File: src/rtl/acm_pkg.sv
package acm_pkg;

    localparam int DW = 32;
    localparam int AW = 6;
    localparam int PW = 16;
    localparam int NW = 3;

    localparam logic [AW-1:0] A_CTRL = 6'h00;
    localparam logic [AW-1:0] A_UP   = 6'h04;
    localparam logic [AW-1:0] A_LO   = 6'h08;
    localparam logic [AW-1:0] A_INIT = 6'h0C;
    localparam logic [AW-1:0] A_AUP  = 6'h10;
    localparam logic [AW-1:0] A_ALO  = 6'h14;
    localparam logic [AW-1:0] A_WGT  = 6'h18;
    localparam logic [AW-1:0] A_AVG  = 6'h20;
    localparam logic [AW-1:0] A_STAT = 6'h24;
    localparam logic [AW-1:0] A_PER  = 6'h28;

    localparam int SW = 4;

    typedef struct packed {
        logic            master;
        logic            periodic;
        logic            hi_run_ie;
        logic            lo_run_ie;
        logic            avg_hi_ie;
        logic            avg_lo_ie;
        logic [2:0]      k;
        logic [NW-1:0]   hi_need_m1;
        logic [NW-1:0]   lo_need_m1;
    } ctrl_t;

    typedef struct packed {
        logic hi_run;
        logic lo_run;
        logic avg_hi;
        logic avg_lo;
    } stat_t;

    function automatic ctrl_t decode_ctrl(input logic [31:0] w);
        ctrl_t c;
        c.master     = w[31];
        c.hi_run_ie  = w[30];
        c.lo_run_ie  = w[29];
        c.avg_hi_ie  = w[21];
        c.avg_lo_ie  = w[20];
        c.periodic   = w[18];
        c.k          = w[12:10];
        c.hi_need_m1 = w[28:26];
        c.lo_need_m1 = w[25:23];
        return c;
    endfunction

    function automatic stat_t stat_mask(input ctrl_t c);
        stat_t m;
        m.hi_run = c.hi_run_ie;
        m.lo_run = c.lo_run_ie;
        m.avg_hi = c.avg_hi_ie;
        m.avg_lo = c.avg_lo_ie;
        return m;
    endfunction

endpackage

File: src/rtl/acm_period_timer.sv
module acm_period_timer #(
    parameter int PW = acm_pkg::PW
) (
    input  logic          clk,
    input  logic          rst,
    input  logic          run,
    input  logic          tick,
    input  logic [PW-1:0] period,
    output logic          period_end
);
    logic [PW-1:0] pos_q;

    assign period_end = run && tick && (pos_q == period);

    always_ff @(posedge clk) begin
        if (rst || !run) begin
            pos_q <= '0;
        end else if (tick) begin
            pos_q <= period_end ? '0 : pos_q + 1'b1;
        end
    end
endmodule

File: src/rtl/acm_event_accum.sv
module acm_event_accum #(
    parameter int DW = acm_pkg::DW
) (
    input  logic          clk,
    input  logic          rst,
    input  logic          run,
    input  logic          evt,
    input  logic [DW-1:0] weight,
    input  logic          period_end,
    output logic [DW-1:0] count_q
);
    logic [DW:0]   sum;
    logic [DW-1:0] sat_sum;

    always_comb begin
        sum     = {1'b0, count_q} + {1'b0, weight};
        sat_sum = sum[DW] ? '1 : sum[DW-1:0];
    end

    always_ff @(posedge clk) begin
        if (rst || !run) begin
            count_q <= '0;
        end else if (period_end) begin
            count_q <= evt ? weight : '0;
        end else if (evt) begin
            count_q <= sat_sum;
        end
    end
endmodule

File: src/rtl/acm_avg_filter.sv
module acm_avg_filter #(
    parameter int DW = acm_pkg::DW
) (
    input  logic          clk,
    input  logic          rst,
    input  logic          load,
    input  logic [DW-1:0] load_val,
    input  logic          update,
    input  logic [2:0]    k,
    input  logic [DW-1:0] sample,
    output logic [DW-1:0] avg_q,
    output logic [DW-1:0] avg_next
);
    logic [3:0] sh;

    always_comb begin
        sh       = {1'b0, k} + 4'd1;
        avg_next = avg_q - (avg_q >> sh) + (sample >> sh);
    end

    always_ff @(posedge clk) begin
        if (rst) begin
            avg_q <= '0;
        end else if (load) begin
            avg_q <= load_val;
        end else if (update) begin
            avg_q <= avg_next;
        end
    end
endmodule

File: src/rtl/acm_consec.sv
module acm_consec #(
    parameter int NW = acm_pkg::NW
) (
    input  logic          clk,
    input  logic          rst,
    input  logic          run,
    input  logic          step,
    input  logic          hit,
    input  logic [NW-1:0] need_m1,
    output logic          fire,
    output logic [NW-1:0] run_q
);
    assign fire = step && hit && (run_q >= need_m1);

    always_ff @(posedge clk) begin
        if (rst || !run) begin
            run_q <= '0;
        end else if (step) begin
            if (!hit || fire) run_q <= '0;
            else              run_q <= run_q + 1'b1;
        end
    end
endmodule

File: src/rtl/acm_monitor.sv
module acm_monitor #(
    parameter int DW = acm_pkg::DW,
    parameter int AW = acm_pkg::AW,
    parameter int PW = acm_pkg::PW
) (
    input  logic          clk,
    input  logic          rst,
    input  logic          ms_tick,
    input  logic          bus_evt,
    input  logic          reg_we,
    input  logic [AW-1:0] reg_addr,
    input  logic [31:0]   reg_wdata,
    output logic [31:0]   reg_rdata,
    output logic          irq
);
    import acm_pkg::*;

    localparam int NW_L = acm_pkg::NW;

    logic [31:0]   ctrl_q;
    logic [DW-1:0] up_q, lo_q, init_q, aup_q, alo_q, wgt_q;
    logic [PW-1:0] per_q;
    stat_t         stat_q;
    ctrl_t         cfg;
    logic          run_en;
    logic          period_end;
    logic [DW-1:0] count_q;
    logic [DW-1:0] avg_q, avg_next;
    logic          hi_fire, lo_fire;
    logic [NW_L-1:0] up_run, dn_run;
    logic          wr_init, wr_stat;
    stat_t         set_v, clr_v;

    assign cfg     = decode_ctrl(ctrl_q);
    assign run_en  = cfg.master && cfg.periodic;
    assign wr_init = reg_we && (reg_addr == A_INIT);
    assign wr_stat = reg_we && (reg_addr == A_STAT);

    always_ff @(posedge clk) begin
        if (rst) begin
            ctrl_q <= '0;
            up_q   <= '0;
            lo_q   <= '0;
            init_q <= '0;
            aup_q  <= '0;
            alo_q  <= '0;
            wgt_q  <= '0;
            per_q  <= '0;
        end else if (reg_we) begin
            case (reg_addr)
                A_CTRL: ctrl_q <= reg_wdata;
                A_UP:   up_q   <= reg_wdata[DW-1:0];
                A_LO:   lo_q   <= reg_wdata[DW-1:0];
                A_INIT: init_q <= reg_wdata[DW-1:0];
                A_AUP:  aup_q  <= reg_wdata[DW-1:0];
                A_ALO:  alo_q  <= reg_wdata[DW-1:0];
                A_WGT:  wgt_q  <= reg_wdata[DW-1:0];
                A_PER:  per_q  <= reg_wdata[PW-1:0];
                default: ;
            endcase
        end
    end

    acm_period_timer #(.PW(PW)) u_timer (
        .clk(clk), .rst(rst), .run(run_en), .tick(ms_tick),
        .period(per_q), .period_end(period_end)
    );

    acm_event_accum #(.DW(DW)) u_accum (
        .clk(clk), .rst(rst), .run(run_en), .evt(bus_evt),
        .weight(wgt_q), .period_end(period_end), .count_q(count_q)
    );

    acm_avg_filter #(.DW(DW)) u_avg (
        .clk(clk), .rst(rst), .load(wr_init), .load_val(reg_wdata[DW-1:0]),
        .update(period_end), .k(cfg.k), .sample(count_q),
        .avg_q(avg_q), .avg_next(avg_next)
    );

    acm_consec #(.NW(NW_L)) u_hi_run (
        .clk(clk), .rst(rst), .run(run_en), .step(period_end),
        .hit(count_q > up_q), .need_m1(cfg.hi_need_m1),
        .fire(hi_fire), .run_q(up_run)
    );

    acm_consec #(.NW(NW_L)) u_lo_run (
        .clk(clk), .rst(rst), .run(run_en), .step(period_end),
        .hit(count_q < lo_q), .need_m1(cfg.lo_need_m1),
        .fire(lo_fire), .run_q(dn_run)
    );

    always_comb begin
        set_v.hi_run = hi_fire;
        set_v.lo_run = lo_fire;
        set_v.avg_hi = period_end && (avg_next > aup_q);
        set_v.avg_lo = period_end && (avg_next < alo_q);
        clr_v        = wr_stat ? stat_t'(reg_wdata[31:28]) : stat_t'('0);
    end

    always_ff @(posedge clk) begin
        if (rst) stat_q <= '0;
        else     stat_q <= (stat_q & ~clr_v) | set_v;
    end

    assign irq = |(stat_q & stat_mask(cfg));

    always_comb begin
        reg_rdata = '0;
        case (reg_addr)
            A_CTRL: reg_rdata = ctrl_q;
            A_UP:   reg_rdata[DW-1:0] = up_q;
            A_LO:   reg_rdata[DW-1:0] = lo_q;
            A_INIT: reg_rdata[DW-1:0] = init_q;
            A_AUP:  reg_rdata[DW-1:0] = aup_q;
            A_ALO:  reg_rdata[DW-1:0] = alo_q;
            A_WGT:  reg_rdata[DW-1:0] = wgt_q;
            A_AVG:  reg_rdata[DW-1:0] = avg_q;
            A_STAT: reg_rdata[31:28]  = stat_q;
            A_PER:  reg_rdata[PW-1:0] = per_q;
            default: reg_rdata = '0;
        endcase
    end
endmodule

File: config.mk
export PLATFORM = sky130hd
export DESIGN_NAME = acm_monitor
export DESIGN_NICKNAME = d
export VERILOG_FILES = /design/src/rtl/acm_pkg.sv /design/src/rtl/acm_period_timer.sv /design/src/rtl/acm_event_accum.sv /design/src/rtl/acm_avg_filter.sv /design/src/rtl/acm_consec.sv /design/src/rtl/acm_monitor.sv
export SDC_FILE = /design/constraint.sdc
export NUM_CORES = 1
export LEC_CHECK = 0
export ABC_AREA = 1
export BUFFER_PORTS_ARGS = -buffer_cell sky130_fd_sc_hd__buf_2
export CORE_AREA = 3 3 223 225
export CTS_BUF_LIST = sky130_fd_sc_hd__clkbuf_4 sky130_fd_sc_hd__clkbuf_8
export CTS_CLUSTER_SIZE = 25
export DETAILED_ROUTE_END_ITERATION = 10
export DIE_AREA = 0 0 226 228
export MAX_ROUTING_LAYER = met4
export PLACE_DENSITY = 0.68
export SETUP_SLACK_MARGIN = 0.5
export SLEW_MARGIN = 20
export SYNTH_ARGS = -nofsm -noshare
export SYNTH_HDL_FRONTEND = slang
export SYNTH_SLANG_ARGS = --single-unit
File: constraint.sdc
create_clock -name clk -period 5.1 [get_ports clk]
set_clock_uncertainty 0.2 [all_clocks]
set_input_delay 0.51 -clock clk [delete_from_list [all_inputs] [get_ports clk]]
set_output_delay 0.51 -clock clk [all_outputs]
set_load 0.01 [all_outputs]
==> results.sh <==
export IMPL_yosys_warnings=0
export IMPL_core_sq_um=47700
export IMPL_critical_path_startpoint_type="register"
export IMPL_max_freq_mhz=203
export IMPL_layout_cell_area_non_filler_sq_um=27400
export IMPL_outcome="completed"
export IMPL_clk_pin_slew_ns=0.07
export IMPL_timing_critical_path_fanout_max=27
export IMPL_clk_latency_ns=0.67
export IMPL_timing_worst_setup_path_type="reg2reg"
export IMPL_yosysTopAreaCell="sky130_fd_sc_hd__dfxtp_1"
export IMPL_remaining_routing_drc_violations=0
export IMPL_syn_cell_area_sq_um=23900
export IMPL_tritoncts_num_sinks=330
export IMPL_hp_start="reg_wdata[9]"
export IMPL_placedInstanceArea_sq_um=25400
export IMPL_crit_path_frequent_cell="sky130_fd_sc_hd__o21ai_0"
export IMPL_synth_simple_gate_area_frac=0.220
export IMPL_drive_gt1_frac=0.123
export IMPL_fin_ws_ns=0.185
export IMPL_synth_area_mux_share=0.0109
export IMPL_detail_route_iter0_violations=3057
export IMPL_post_synth_most_frequent_cells="sky130_fd_sc_hd__nand2_1, sky130_fd_sc_hd__a21oi_1, sky130_fd_sc_hd__inv_1"
export IMPL_cp_cell_sequence="buf_12 > buf_16 > o21ai_0 > o21ai_0 > o21ai_0 > fa_1 > inv_1 > ha_1 > a21oi_1 > o21ai_0 > a21oi_1 > o21a_1 > nand3_1 > and2_4 > ha_1 > nand2_1 > or3_4 > nor4_4 > nand2_1 > nand2_1 > a21oi_2"
export IMPL_slew_of_the_pin_with_the_lowest_slew_margin_ns=1.10
export IMPL_synthesis_nets=3890
export IMPL_rr_worst_depth=21
export IMPL_cts_root_buf="sky130_fd_sc_hd__clkbuf_8"
export IMPL_floorplan_initialDensity=0.502
export IMPL_min_period_over_period=0.964
export IMPL_fp_dieArea_sq_um=51500
export IMPL_pin_count_of_the_biggest_net_entering_global_routing=116
export IMPL_final_setup_tns_ns=0
export IMPL_cells_taking_the_most_area_after_synthesis="sky130_fd_sc_hd__dfxtp_1, sky130_fd_sc_hd__nand2_1, sky130_fd_sc_hd__ha_1"
export IMPL_port_buffer_count=75
export IMPL_cts_buffers=56
export IMPL_critical_path_arrival_ns=5.21
export IMPL_worst_r2r_startpoint="ctrl_q[10]"
export IMPL_dieHeight_um=228
export IMPL_synth_most_common_cell="sky130_fd_sc_hd__nand2_1"
export IMPL_final_max_slew_viol_count=0
export IMPL_ys_ff_latch=330
export IMPL_min_path_type="in2reg"
export IMPL_p_per_area_nw_per_um2=240
export IMPL_tritonroute_pass_1_iters=8
export IMPL_finish_net_count=4006
export IMPL_timing_critical_path_required_ns=5.40
export IMPL_netlist_area_leader_share=0.276
export IMPL_relSlewSlack=0.268
export IMPL_ctsHtreeMaxLevel=2
export IMPL_ys_flop_type="sky130_fd_sc_hd__dfxtp_1"
export IMPL_final_fill_count=4761
export IMPL_via_cell_ratio=5.87
export IMPL_synth_yosys_seq_area_share=0.276
export IMPL_synth_xor_xnor_area_share=0.0176
export IMPL_post_synth_cell_area_avg_sq_um=6.62
export IMPL_setup_violations_final=0
export IMPL_ys_types=55
export IMPL_place_worst_setup_slack_ns=0.0115
export IMPL_drt_wl_total_um=94400
export IMPL_synth_compound_area_frac=0.240
export IMPL_route_antenna_remaining_nets=0
export IMPL_num_antenna_cells=0
export IMPL_async_flop_share=0
export IMPL_wire_per_inst_um=21.5
export IMPL_max_vdd_ir_drop_v=0.000153
export IMPL_max_stage_delay_ns=0.56
export IMPL_tritoncts="yes"
export IMPL_timing_max_cap_violations=0
export IMPL_dp_final_hpwl_um=73600
export IMPL_wire_length_of_the_first_global_routing_pass_um=142000
export IMPL_antenna_found_initial=1
export IMPL_worst_hold_path_endpoint="ctrl_q[9]"
export IMPL_synth_adder_area_share=0.131
export IMPL_hold_viol_final=0
export IMPL_period_needed_ns=4.92
export IMPL_reg2reg_setup_slack_ns=0.18
export IMPL_setup_repair_after_global_routing_missed_its_margin="true"
export IMPL_gr_total_overflow=0
export IMPL_cts_root_to_sink_buffers=3
export IMPL_finalWeightedCongestion=1.06
export IMPL_top_level_ports=76
export IMPL_via_count=25800
export IMPL_number_of_synthesized_flops_with_an_enable_pin=0
export IMPL_power_leakage_nw=12.2
export IMPL_end_kind="register"
export IMPL_critical_path_reg2reg_endpoint="stat_q[0]"
export IMPL_grt_pass1_vias=23600
export IMPL_main_combinational_cell_family_by_area_after_synthesis="compound AO/OA/AOI/OAI gates"
export IMPL_netlist_instances=3616
export IMPL_die_width_um=226
export IMPL_track_usage=0.368
export IMPL_placement_rows=80
export IMPL_area_growth_syn_to_layout_pct=14.4
export IMPL_hold_path_cell_cnt=3
export IMPL_crit_slowest_cell="sky130_fd_sc_hd__fa_1"
-- where the power goes --
part	switching [mW]	internal, mW	leakage (nW)
registers	0.0120	2.59	2.66
clock network	1.17	1.39	0.629
logic	0.899	0.517	8.92
-- stage by stage --
stage,power [mW],util,hold slack (ns),instances
floorplan,3.46,-,0.241,3616
CTS,6.51,0.570,0.00863,4381
finish,6.58,0.574,0.0446,4385
global route,6.86,0.574,0.0299,4385
detailed placement,3.93,0.531,0.260,4267
global placement,3.93,0.531,0.250,4267
-- cell usage in the layout (no fill, tap or decap), types with 7 or more instances in the layout --
cell                            count
sky130_fd_sc_hd__o2111ai_1         21
sky130_fd_sc_hd__a31oi_1           11
sky130_fd_sc_hd__nor3_1            23
sky130_fd_sc_hd__nor2_4            10
sky130_fd_sc_hd__nor2_2            30
sky130_fd_sc_hd__nand3b_1          13
sky130_fd_sc_hd__o21a_1             7
sky130_fd_sc_hd__o21ai_0          360
sky130_fd_sc_hd__o21ai_1           44
sky130_fd_sc_hd__inv_2             23
sky130_fd_sc_hd__clkbuf_8          73
sky130_fd_sc_hd__nor2_1           214
sky130_fd_sc_hd__o22ai_1           48
sky130_fd_sc_hd__xnor2_1           23
sky130_fd_sc_hd__o21ai_2           11
sky130_fd_sc_hd__nand2_2           22
sky130_fd_sc_hd__and2_1             8
sky130_fd_sc_hd__nand2_1          790
sky130_fd_sc_hd__nand4_1           32
sky130_fd_sc_hd__inv_1            470
sky130_fd_sc_hd__a22oi_1           24
sky130_fd_sc_hd__ha_1             180
sky130_fd_sc_hd__clkbuf_4          17
sky130_fd_sc_hd__dlygate4sd3_1     13
sky130_fd_sc_hd__mux2i_1           24
sky130_fd_sc_hd__fa_1              31
sky130_fd_sc_hd__a221oi_1          28
sky130_fd_sc_hd__xor2_1            25
sky130_fd_sc_hd__buf_4            106
sky130_fd_sc_hd__a21oi_2           22
sky130_fd_sc_hd__a21oi_1          458
sky130_fd_sc_hd__buf_2             75
sky130_fd_sc_hd__o21bai_1          11
sky130_fd_sc_hd__dfxtp_1          329
sky130_fd_sc_hd__nand3_1           95
sky130_fd_sc_hd__ha_4              17
-- how the worst max path moves through the flow --
stage	from	depth (start not counted)	slack [ns]	to
floorplan	ctrl_q[10]	24	0.51	stat_q[0]
global placement	ctrl_q[10]	24	0.01	stat_q[1]
detailed placement	ctrl_q[10]	24	0.01	stat_q[1]
CTS	ctrl_q[10]	28	0.28	stat_q[1]
global route	ctrl_q[10]	28	-0.06	stat_q[0]
finish	ctrl_q[10]	21	0.18	stat_q[0]
-- metal layers --
metal,global-route usage,vias up,wire (um)
met5,-,-,0
met4,0.124,0,3640
met3,0.0728,193,10500
met2,0.531,1383,39600
met1,0.514,11900,40700
li1,-,12300,-
-- kinds of logic (layout without fill, tap and decap cells) --
| group | count (synthesis) | count (layout) |
|---|---|---|
| DFF | 330 | 330 |
| xor gates and xnor gates | 48 | 48 |
| AOI/OAI and AO/OA | 1065 | 1065 |
| adders and majority gates | 231 | 231 |
| and+or+nand+nor | 1269 | 1269 |
| buffers and inverters | 647 | 801 |
| muxes | 26 | 26 |
-- critical path, delay by kind of cell (launching register included) --
| kind | cells | cell delay (ns) |
|---|---|---|
| compound gates | 8 | 1.38 |
| fa+ha+maj | 3 | 1.20 |
| buf+inv | 3 | 0.36 |
| flops | 1 | 0.47 |
| simple gates | 7 | 1.15 |
-- sequential cells by signal, summed over array words and instances, names as in the netlist --
| signal | count |
|---|---|
| alo_q | 32 |
| aup_q | 32 |
| ctrl_q | 32 |
| init_q | 32 |
| lo_q | 32 |
| per_q | 16 |
| stat_q | 4 |
| u_accum.count_q | 32 |
| u_avg.avg_q | 32 |
| u_hi_run.run_q | 3 |
| u_lo_run.run_q | 3 |
| u_timer.pos_q | 16 |
| up_q | 32 |
| wgt_q | 32 |
-- final cells by class --
| cell class | instances | area (sq um) | area share |
|---|---|---|---|
| clock inverters | 6 | 36.3 | 0.00132 |
| clock buffers | 90 | 1130 | 0.0413 |
| well taps | 615 | 769 | 0.0281 |
| flip-flops and latches | 330 | 6610 | 0.241 |
| inverters | 497 | 1870 | 0.0683 |
| repair buffers | 208 | 1540 | 0.0564 |
| multi-input cells | 2639 | 15400 | 0.563 |
-- repair_timing --
item	4_1_cts	5_1_grt
hold endpoints to repair	16	0
cloned	2	0
setup endpoints to repair	2	2
setup buffers	3	4
resized for setup	110	51
pin swaps	14	7
hold buffers	13	0
Power figures use the tool's default switching activity.
